<file path="config.mk">
export PLATFORM = sky130hd
export DESIGN_NAME = xfer_count_regs
export DESIGN_NICKNAME = d
export VERILOG_FILES = /design/src/rtl/xcr_pkg.sv /design/src/rtl/xcr_ctrl.sv /design/src/rtl/xcr_datapath.sv /design/src/rtl/xfer_count_regs.sv
export SDC_FILE = /design/constraint.sdc
export NUM_CORES = 1
export LEC_CHECK = 0
export ABC_CLOCK_PERIOD_IN_PS = 13100
export BUFFER_PORTS_ARGS = -buffer_cell sky130_fd_sc_hd__clkbuf_2
export CORE_UTILIZATION = 55
export DETAILED_ROUTE_END_ITERATION = 12
export GPL_ROUTABILITY_DRIVEN = 0
export MAX_ROUTING_LAYER = met4
export PLACE_DENSITY = 0.9
export SKIP_CTS_REPAIR_TIMING = 1
export SLEW_MARGIN = 20
export SYNTH_ARGS = -nofsm -noshare
export SYNTH_HDL_FRONTEND = slang
export SYNTH_SLANG_ARGS = --single-unit
</file>
<file path="constraint.sdc">
create_clock -name clk -period 13.1 [get_ports clk]
set_input_delay 3.93 -clock clk [delete_from_list [all_inputs] [get_ports clk]]
set_output_delay 3.93 -clock clk [all_outputs]
set_load 0.01 [all_outputs]
</file>
<file path="src/rtl/xcr_pkg.sv">
package xcr_pkg;
  parameter int unsigned XCR_BYTES = 3;
  parameter int unsigned XCR_ZERO_LEN = 65536;

  typedef struct packed {
    logic [XCR_BYTES-1:0] shadowWr;
    logic                 reload;
    logic                 clear;
    logic                 dec;
    logic                 decTwo;
  } xcrStrobes_t;
endpackage

</file>
<file path="src/rtl/xcr_ctrl.sv">
module xcr_ctrl
  import xcr_pkg::*;
#(
  parameter int unsigned SEL_W = 2
) (
  input  logic             clk,
  input  logic             rstN,
  input  logic             wrEn,
  input  logic [SEL_W-1:0] wrSel,
  input  logic [7:0]       wrData,
  input  logic             decEn,
  input  logic             decTwo,
  input  logic             doneIn,
  input  logic             atOne,
  input  logic             atTwo,
  output xcrStrobes_t      strobes,
  output logic             tcFlag,
  output logic             dmaMode,
  output logic             hiWritten
);
  localparam int unsigned HI_SEL  = XCR_BYTES - 1;
  localparam int unsigned CMD_SEL = XCR_BYTES;

  logic isCmd, cmdDma, countWr, tcSet;

  assign isCmd   = wrEn && (int'(wrSel) == CMD_SEL);
  assign cmdDma  = isCmd && wrData[7];
  assign countWr = wrEn && (int'(wrSel) < XCR_BYTES);

  always_comb begin
    for (int b = 0; b < XCR_BYTES; b++) begin
      strobes.shadowWr[b] = wrEn && (int'(wrSel) == b);
    end
    strobes.clear  = doneIn;
    strobes.reload = cmdDma && !doneIn;
    strobes.dec    = decEn && !doneIn && !cmdDma;
    strobes.decTwo = decTwo;
  end

  assign tcSet = strobes.clear || (strobes.dec && (atOne || (decTwo && atTwo)));

  always_ff @(posedge clk) begin
    if (!rstN) begin
      tcFlag    <= 1'b0;
      dmaMode   <= 1'b0;
      hiWritten <= 1'b0;
    end else begin
      if (tcSet)        tcFlag <= 1'b1;
      else if (countWr) tcFlag <= 1'b0;
      if (isCmd)        dmaMode <= wrData[7];
      if (wrEn && (int'(wrSel) == HI_SEL)) hiWritten <= 1'b1;
    end
  end
endmodule

</file>
<file path="src/rtl/xcr_datapath.sv">
module xcr_datapath
  import xcr_pkg::*;
#(
  parameter int unsigned SEL_W   = 2,
  parameter logic [7:0]  CHIP_ID = 8'hA2
) (
  input  logic                     clk,
  input  logic                     rstN,
  input  xcrStrobes_t              strobes,
  input  logic [7:0]               wrData,
  input  logic [SEL_W-1:0]         rdSel,
  input  logic                     hiWritten,
  input  logic [8*XCR_BYTES-1:0]   pendSize,
  output logic [7:0]               rdData,
  output logic [8*XCR_BYTES-1:0]   liveCount,
  output logic [8*XCR_BYTES-1:0]   effLen,
  output logic [8*XCR_BYTES-1:0]   xferLen,
  output logic                     atOne,
  output logic                     atTwo
);
  localparam int unsigned COUNT_W = 8 * XCR_BYTES;
  localparam int unsigned HI_SEL  = XCR_BYTES - 1;
  localparam logic [COUNT_W-1:0] ZERO_LEN = COUNT_W'(XCR_ZERO_LEN);

  logic [COUNT_W-1:0] shadowVec;
  logic [COUNT_W-1:0] stepVal;

  for (genvar b = 0; b < XCR_BYTES; b++) begin : g_shadow
    logic [7:0] shadowByte;
    always_ff @(posedge clk) begin
      if (!rstN)                    shadowByte <= 8'h00;
      else if (strobes.shadowWr[b]) shadowByte <= wrData;
    end
    assign shadowVec[8*b +: 8] = shadowByte;
  end

  assign stepVal = strobes.decTwo ? COUNT_W'(2) : COUNT_W'(1);

  always_ff @(posedge clk) begin
    if (!rstN)               liveCount <= '0;
    else if (strobes.clear)  liveCount <= '0;
    else if (strobes.reload) liveCount <= shadowVec;
    else if (strobes.dec)    liveCount <= (liveCount <= stepVal) ? '0 : liveCount - stepVal;
  end

  assign atOne   = (liveCount == COUNT_W'(1));
  assign atTwo   = (liveCount == COUNT_W'(2));
  assign effLen  = (liveCount == '0) ? ZERO_LEN : liveCount;
  assign xferLen = (pendSize < effLen) ? pendSize : effLen;

  always_comb begin
    rdData = 8'h00;
    if (int'(rdSel) == HI_SEL && !hiWritten) rdData = CHIP_ID;
    else if (int'(rdSel) < XCR_BYTES)       rdData = liveCount[8*rdSel +: 8];
  end
endmodule

</file>
<file path="src/rtl/xfer_count_regs.sv">
module xfer_count_regs
  import xcr_pkg::*;
#(
  parameter logic [7:0] CHIP_ID = 8'hA2
) (
  input  logic        clk,
  input  logic        rstN,
  input  logic        wrEn,
  input  logic [1:0]  wrSel,
  input  logic [7:0]  wrData,
  input  logic [1:0]  rdSel,
  output logic [7:0]  rdData,
  input  logic        decEn,
  input  logic        decTwo,
  input  logic        doneIn,
  input  logic [23:0] pendSize,
  output logic [23:0] liveCount,
  output logic [23:0] effLen,
  output logic [23:0] xferLen,
  output logic        tcFlag,
  output logic        dmaMode
);
  xcrStrobes_t strobes;
  logic atOne, atTwo, hiWritten;

  xcr_ctrl #(.SEL_W(2)) i_ctrl (
    .clk(clk), .rstN(rstN), .wrEn(wrEn), .wrSel(wrSel), .wrData(wrData),
    .decEn(decEn), .decTwo(decTwo), .doneIn(doneIn),
    .atOne(atOne), .atTwo(atTwo), .strobes(strobes),
    .tcFlag(tcFlag), .dmaMode(dmaMode), .hiWritten(hiWritten)
  );

  xcr_datapath #(.SEL_W(2), .CHIP_ID(CHIP_ID)) i_datapath (
    .clk(clk), .rstN(rstN), .strobes(strobes), .wrData(wrData),
    .rdSel(rdSel), .hiWritten(hiWritten), .pendSize(pendSize),
    .rdData(rdData), .liveCount(liveCount), .effLen(effLen),
    .xferLen(xferLen), .atOne(atOne), .atTwo(atTwo)
  );
endmodule

</file>
Word-level counts from Yosys, hierarchy flattened. Index checks and enable logic that the tools add are counted.

Equal/unequal tests: 7. Order comparisons: 4. Bitwise operators: 1. Shift-type cells: 1. Add/sub/neg operators: 1. Reductions and logical operators: 23. Mux-type cells: 10.

Operator list (number): 24-bit 2-to-1 mux (5); 24-bit by 1-bit == test with 1-bit output (second input constant) (1); 24-bit by 2-bit == test with 1-bit output (second input constant) (1); 24-bit less-or-equal comparator (1); 24-bit zero test (1); 24-bit less-than comparator (1); 24-bit by 6-bit indexed part select with 8-bit output (1); 24-bit subtractor (1); 8-bit 2-to-1 mux (2); 1-bit logical AND (13); 2-bit == test (second input constant) (5); 2-bit less-than comparator (second input constant) (2); 2-bit nonzero test (2); 1-bit zero test (3); 2-bit zero test (1); 1-bit logical OR (2); 1-bit 2-to-1 mux (2); 2-bit 2-to-1 mux (1); 2-bit OR reduction (1); 1-bit inverter (1).

Input port bits: 42. Register bits after elaboration: 51.

Logic depth before layout (Yosys ltp). Gate-level depths: netlist of run 1.

Word-level depth: 8. Mapped depth: 14. Gate-level depth less buffers: 12.

By module. Synthesis of run 1 repeated with hierarchy kept, for this count alone.

Cells, all modules: 556. Area total of the unflattened synthesis: 4370.4 um^2.

By module, submodules not included: xcr_datapath (area each 4187.8 um^2, cells an instance 535, instances 1, sequential area each 960.9 um^2); xcr_ctrl (area each 182.7 um^2, cells an instance 21, instances 1, sequential area each 60.1 um^2).

Worst setup path before layout of run 1. Ideal clock, no wire load.

Path type: input-to-output. Start point: in pendSize[11]. End point: out xferLen[10]. Path slack: 3.233 ns. Buffers on the path: 1. Data arrival time: 5.937 ns. Stages: 8. Cell sequence: ha_1 a21oi_1 o21ai_0 a2111oi_0 o41ai_1 a21oi_1 buf_2 mux2_2.

Longest elaborated chain between the ends: 2.

Ends and longest elaborated chain: from (decl) (line xfer_count_regs.sv:16) `input logic [23:0] pendSize,`; 24-bit less-than comparator (line xcr_datapath.sv:49) `assign xferLen = (pendSize < effLen) ? pendSize : effLen;`; 24-bit 2-to-1 mux (line xcr_datapath.sv:49); to (decl) (line xfer_count_regs.sv:19) `output logic [23:0] xferLen,`.

Every way passes these cells.

Final worst setup path of run 1.
Start point: in pendSize[9]. End point: out xferLen[4].

Same word-level chain as after synthesis.

==> run_results.csv, run 1 <==
group,metric,value,unit
synthesis,synth_ff_type,"dfxtp_1",
pwr,ir_drop,0.0599,mV
pwr,powerDensity,100,nW/um^2
detailed_routing,drt-initial-drc-count,359,
sta,fmaxAchievable,96.0,MHz
setup_path,cp-end-kind,"output pin",
synthesis,synth.cell_area,3590,um^2
synthesis,syn_nets,508,
synthesis,synth_seq_cells,51,
grt,grt_max_degree,30,
placement,port-buffer-count,123,
finish,syn2layout_area_growth,17.9,%
synthesis,synthTopCellsByArea,"dfxtp_1 28%, ha_1 8.7%, mux2_2 7.5%",
clocking,cts-buffers-inserted,5,
placement,place.detailed.hpwl,8190,um
sta,finalCritPeriodShare,79.5,%
placement,placed_cells,601,
synthesis,async_reset_ff_share,0,%
detailed_routing,via_per_inst,6.10,
sta,setup_tns,0,ps
sta,slew_headroom,48.9,%
grt,grt_util_all_layers,31.1,%
clocking,clk_latency,310,ps
synthesis,synthAdderAreaFrac,9.27,%
setup_path,worstPathArrival,6480,ps
sta,drv_slew,0,
setup_path,max_stage_delay,660,ps
grt,grt_first_pass_wirelength,16900,um
die,coreArea,6310,um^2
clocking,cts_root_buf,"clkbuf_8",
setup_path,critPathLaunchType,"primary input",
grt,grt_overflow,0,
die,die_h,82.8,um
status,status,"finished, final reports clean",
grt,grt_pass1_vias,3545,
die,die_w,82.8,um
detailed_routing,ant_nets,0,
clocking,cts_tree,"done",
die,rows,29,
setup_path,cp_common_cell,"clkbuf_2",
synthesis,yosysTopAreaCell,"dfxtp_1",
sta,post-route-min-period,10410,ps
synthesis,muxShareOfSynthArea,14.2,%
sta,rsz0062_at_grt,"no",
hold_path,hp-class,"reg -> reg",
synthesis,synth_simple_gate_area_share,20.8,%
die,ios,124,
setup_path,critPathSlowestCell,"a21oi_4",
setup_path,path_cells,"clkbuf_2 -> ha_1 -> a21oi_1 -> o21ai_0 -> a2111oi_0 -> o41ai_1 -> a21oi_4 -> mux2_2 -> clkbuf_2",
sta,fin_skew,2.84,ps
grt,antenna_found_initial,0,
synthesis,synth_compound_area_share,14.3,%
setup_path,cp.required,9170,ps
job,max_cap_violations,0,
die,die-area,6860,um^2
setup_path,path_max_fanout,24,
sta,worst_pin_slew,763,ps
clocking,h-tree-depth,2,
finish,n_antenna_cell,0,
detailed_routing,drc,0,
detailed_routing,via_count,3707,
synthesis,ys_types,53,
finish,final_cells,608,
finish,layout-drive-gt1-share,32.0,%
synthesis,syn_inst,440,
synthesis,synth_top_area_share,28.4,%
synthesis,synth_top_family_by_area,"simple AND/OR/NAND/NOR gates",
die,start_util,56.9,%
synthesis,synth.yosys.seq_area_share,28.4,%
synthesis,synth_warnings,0,
sta,setup_violations,0,
synthesis,syn_avg_cell_area,8.16,um^2
detailed_routing,wl,10500,um
clocking,cts.sinks,51,
synthesis,synth-xor-area-share,4.88,%
sta,hold_viol,0,
synthesis,synth_edf_count,0,
pwr,leakagePower,0.00191,uW
setup_path,crit_type,"in -> out",
detailed_routing,first_pass_iters,5,
clocking,cts_buffer_depth,2,
detailed_routing,wl_per_cell,17.3,um
finish,layout.nets,599,
clocking,clk_pin_slew,90,ps
[synth_stat cells (2+ instances only)]
cell type and number:
a211oi_1 4, a21boi_0 11, a21o_1 4, a21oi_1 11, a222oi_1 5, a22oi_1 5, a41oi_1 2, buf_2 3
buf_6 2, clkbuf_1 33, dfxtp_1 51, ha_1 25, inv_1 29, mux2_2 24, mux2i_1 24, nand2_1 55
nand2b_1 2, nand3_1 11, nand4_1 5, nor2_1 23, nor2b_1 18, nor3_1 10, nor4_1 6, o21ai_0 24
o21ai_2 2, o22ai_1 2, or2_2 3, or3_1 2, xnor2_1 20
[cells by family after synthesis]
kind of cell    count (synthesis)
fa+ha+maj                      26
xor+xnor                       20
mux                            48
simple gates                  148
buf+inv                        70
flops                          51
compound gates                 77
[per-stage QoR]
stage | cell area [um^2] | hold slack [ps] | total power [uW] | setup WS (ps) | utilization (%)
CTS | 4230 | 478 | 424 | 2400 | 66.9
floorplan | 3590 | 424 | 285 | 3230 | -
global placement | 4140 | 454 | 327 | 2640 | 65.6
finish | 4230 | 474 | 425 | 2690 | 67.1
global route | 4230 | 500 | 448 | 2390 | 67.1
detailed placement | 4140 | 465 | 334 | 2400 | 65.6
[area by class of cell]
class / count / area [um^2]
Clock buffer: 6 / 82.6
Clock inverter: 1 / 5.00
Tap cell: 77 / 96.3
Multi-Input combinational cell: 319 / 2290
Timing Repair Buffer: 125 / 631
Inverter: 29 / 109
Sequential cell: 51 / 1020
Fill cell: 501 / 2080
[worst paths after layout]
| path | startpoint | endpoint | slack, ps | cells past startpoint |
|---|---|---|---|---|
| worst max register to register | i_datapath.liveCount[10] | i_datapath.liveCount[10] | 10460 | 6 |
| worst max-delay path | pendSize[9] | xferLen[4] | 2690 | 9 |
| worst min register to register | i_datapath.g_shadow[2].shadowByte[1] | i_datapath.g_shadow[2].shadowByte[1] | 470 | 2 |
| worst min-delay path | i_datapath.g_shadow[2].shadowByte[1] | i_datapath.g_shadow[2].shadowByte[1] | 470 | 2 |
[power by group]
group / total [uW] / switching (uW) / internal, uW
clock network: 91.2 / 49.7 / 41.5
logic: 160 / 88.8 / 71.2
registers: 174 / 11.8 / 162
total: 425 / 150 / 275
[per-layer routing]
layer  track usage [%]  up-vias  routed length [um]
met5                 -        -                   0
met4              13.0        0                 256
met3              5.37       32                 994
met2              50.0      241                4950
met1              38.6     1734                4290
li1                  -     1700                   -
[cells in the final DEF (no fill, tap or decap), drive strengths merged, types with 2 or more instances in the layout]
cell type / instances
clkbuf: 129
nand2: 55
dfxtp: 51
inv: 29
o21ai: 27
ha: 25
mux2: 24
mux2i: 24
nor2: 23
xnor2: 20
nor2b: 18
nand3: 11
a21boi: 11
nor3: 11
a21oi: 11
nor4: 7
nand4: 5
a22oi: 5
a222oi: 5
a21o: 5
a211oi: 4
or2: 4
or3: 4
or4: 3
nand2b: 2
a41oi: 2
o22ai: 2
buf: 2
[state kept, by name (all words and copies together), names as in the netlist]
| name | count |
|---|---|
| i_ctrl.tcFlag | 1 |
| i_datapath.g_shadow.shadowByte | 24 |
| i_ctrl.hiWritten | 1 |
| i_ctrl.dmaMode | 1 |
| i_datapath.liveCount | 24 |
[worst max-delay path, delay by kind of cell]
kind	cells	cell delay [ps]
AOI/OAI and AO/OA	5	1580
adders and majority gates	1	330
buffers and inverters	2	230
muxes	1	420
(Power assumes the default switching activity.)
==> inputs of run 2 (changes only) <==
ABC_AREA = 1   (was default)
ABC_CLOCK_PERIOD_IN_PS = 10500   (was 13100)
CORE_UTILIZATION = 52   (was 55)
PLACE_DENSITY = 0.84   (was 0.9)
clock period = 10.5 ns   (was 13.1 ns; I/O delays follow)
==> run 2 against run 1 <==
Net effect:
- combinational power up 58%
- design area up 9.4%
- largest power group is now combinational logic
- sequential cell count unchanged
- register-to-register slack worse by 2400 ps
- worst hold slack worse by 0.83 ps
- critical path type unchanged
- critical endpoint is now xferLen[9]
- non-clock buffer count fell by 1
- highest routed layer unchanged
- die area rose by 17%
- sequential share of layout area shrank 2.1 points
- worst setup slack worse by 530 ps
- critical path depth increased by 2
==> run_results.csv, run 2 <==
group,metric,value,unit
pwr,p_sw,249,uW
pwr,swShare,40.4,%
hold_path,hold_depth,2,
synthesis,ys_types,36,
clocking,clk_latency,320,ps
die,die_h,89.6,um
die,die-area,8030,um^2
clocking,cts_tree,"done",
synthesis,yosysTopAreaCell,"dfxtp_1",
synthesis,synthTopCellsByArea,"dfxtp_1 26%, nand2_1 13%, ha_1 7.8%",
setup_path,cp.required,7350,ps
die,start_util,54.4,%
placement,port-buffer-count,123,
sta,setup_violations,0,
grt,antenna_found_initial,0,
die,die_w,89.6,um
job,max_cap_violations,0,
synthesis,async_reset_ff_share,0,%
status,status,"finished, final reports clean",
synthesis,synth.yosys.seq_area_share,25.6,%
finish,final_cell_mix,"137 x nand2_1, 123 x clkbuf_2, 83 x inv_1",
finish,final_cells,832,
finish,final_common_cell,"nand2_1",
placement,placed_cells,824,
detailed_routing,via_count,4680,
pwr,powerDensity,133,nW/um^2
synthesis,synthMostInstantiatedCell,"nand2_1",
sta,fin_skew,9.39,ps
synthesis,syn_avg_cell_area,6.17,um^2
placement,pre_cts_slack,2210,ps
clocking,cts_root_buf,"clkbuf_8",
finish,layout.nets,800,
pwr,internal_power,368,uW
placement,place.detailed.hpwl,9680,um
detailed_routing,drt-initial-drc-count,477,
setup_path,critPathLaunch,"pendSize[23]",
synthesis,synth_common_cells,"137 x nand2_1, 83 x inv_1, 82 x nor2_1, 55 x a21oi_1, 55 x o21ai_0",
finish,n_antenna_cell,0,
detailed_routing,wl_per_cell,15.2,um
finish,final_area,4630,um^2
sta,setup_tns,0,ps
sta,slew_headroom,63.6,%
detailed_routing,first_pass_iters,7,
sta,fmaxAchievable,120,MHz
pwr,ir_drop,0.0731,mV
grt,grt_max_degree,41,
sta,rsz0062_at_grt,"no",
setup_path,worstReg2RegStart,"i_datapath.liveCount[0]",
detailed_routing,ant_nets,0,
sta,hold_viol,0,
setup_path,worstPathArrival,5190,ps
clocking,cts_buffer_depth,2,
sta,worst_pin_slew,542,ps
hold_path,worstHoldStart,"i_datapath.g_shadow[2].shadowByte[0]",
grt,grt_first_pass_wirelength,19200,um
clocking,cts.sinks,51,
die,ios,124,
placement,dpl_cell_area,4520,um^2
pwr,leakagePower,0.00231,uW
grt,grt_pass1_vias,3994,
synthesis,syn_nets,715,
hold_path,hp-class,"reg -> reg",
die,rows,31,
setup_path,critPathLaunchType,"primary input",
synthesis,synth.cell_area,3990,um^2
sta,holdWs,473,ps
setup_path,crit_type,"in -> out",
synthesis,synth_warnings,0,
clocking,clk_pin_slew,90,ps
synthesis,synth_seq_cells,51,
finish,layout-drive-gt1-share,20.6,%
synthesis,syn_inst,647,
detailed_routing,drc,0,
synthesis,synth_ff_type,"dfxtp_1",
finish,nFillCells,721,
grt,grt_util_all_layers,32.6,%
sta,post-route-min-period,8340,ps
setup_path,cp-end-kind,"output pin",
die,coreArea,7330,um^2
detailed_routing,wl,12600,um
sta,worst_slack,2160,ps
synthesis,synth_top_area_share,25.6,%
finish,syn2layout_area_growth,16.1,%
finish,largestRegisters,"i_datapath.g_shadow.shadowByte x24, i_datapath.liveCount x24",
setup_path,ff2ff_path_depth,14,
pwr,power_frac_comb,40.9,%
pwr,pwr-share-seq,35.4,%
grt,grt_overflow,0,
setup_path,path_max_fanout,25,
pwr,clockPowerShare,23.6,%
clocking,cts-buffers-inserted,5,
sta,drv_slew,0,
sta,finalCritPeriodShare,79.5,%
detailed_routing,via_per_inst,5.63,
clocking,h-tree-depth,2,
synthesis,synth_edf_count,0,
run 2: cell types whose count changed after synthesis, sizes merged, moves of 19 or more:
cell   previous run  this run
nand2            55       141
nor2             23        89
a21oi            11        57
inv              29        85
mux2i            24         0
mux2             24         0
nand3            11        42
xnor2            20         1
o21ai            27        58
run 2: logic make-up (layout without fill, tap and decap cells):
kind of cell    count (synthesis)  after routing  share of synthesized area, %
simple gates                  296            296                          32.7
compound gates                132            132                          17.4
buf+inv                       132            218                          13.7
flops                          51             51                          25.6
fa+ha+maj                      26             26                          8.34
xor+xnor                       10             10                          2.20
run 2: cell type report:
cell class | count | area, um^2 | share of cell area (%)
clock buffers | 6 | 82.6 | 1.78
clock inverters | 2 | 35.0 | 0.756
inverters | 86 | 325 | 7.02
multi-input cells | 464 | 2420 | 52.3
flip-flops and latches | 51 | 1020 | 22.0
well taps | 99 | 124 | 2.67
repair buffers | 124 | 623 | 13.4
run 2: power by group through the flow:
stage               Sequential, uW  Clock, uW  Combinational [uW]
detailed placement             223          0                 247
finish                         219        146                 253
global placement               222          0                 239
global route                   220        155                 284
CTS                            218        146                 248
floorplan                      219          0                 177
run 2: path summary, 6_finish.rpt:
check | slack, ps | to
min reg2reg | 470 | i_datapath.g_shadow[2].shadowByte[0]
max | 2160 | xferLen[9]
min | 470 | i_datapath.g_shadow[2].shadowByte[0]
max reg2reg | 8080 | i_datapath.liveCount[21]
run 2: through the flow:
stage	utilization (%)	total power [uW]
CTS	63.2	612
finish	63.2	617
global placement	61.6	461
global route	63.2	659
floorplan	-	396
detailed placement	61.6	469
run 2: layer usage:
metal  part of all wire, %  GRT usage (%)  up-vias
met5                     0              -        -
met4                   2.8           13.0        0
met2                    46           53.2      293
met1                    42           41.0     2096
met3                   9.1           4.02       38
li1                      -              -     2253
run 2: worst max-delay path: stages:
cell and delay [ps]:
clkbuf_2 100, ha_1 300, nand2_1 70, nor2_1 160, inv_1 80, nor3_1 220
nand2_2 330, nand2_2 460, nand2_1 100, nand2_1 80, clkbuf_2 130
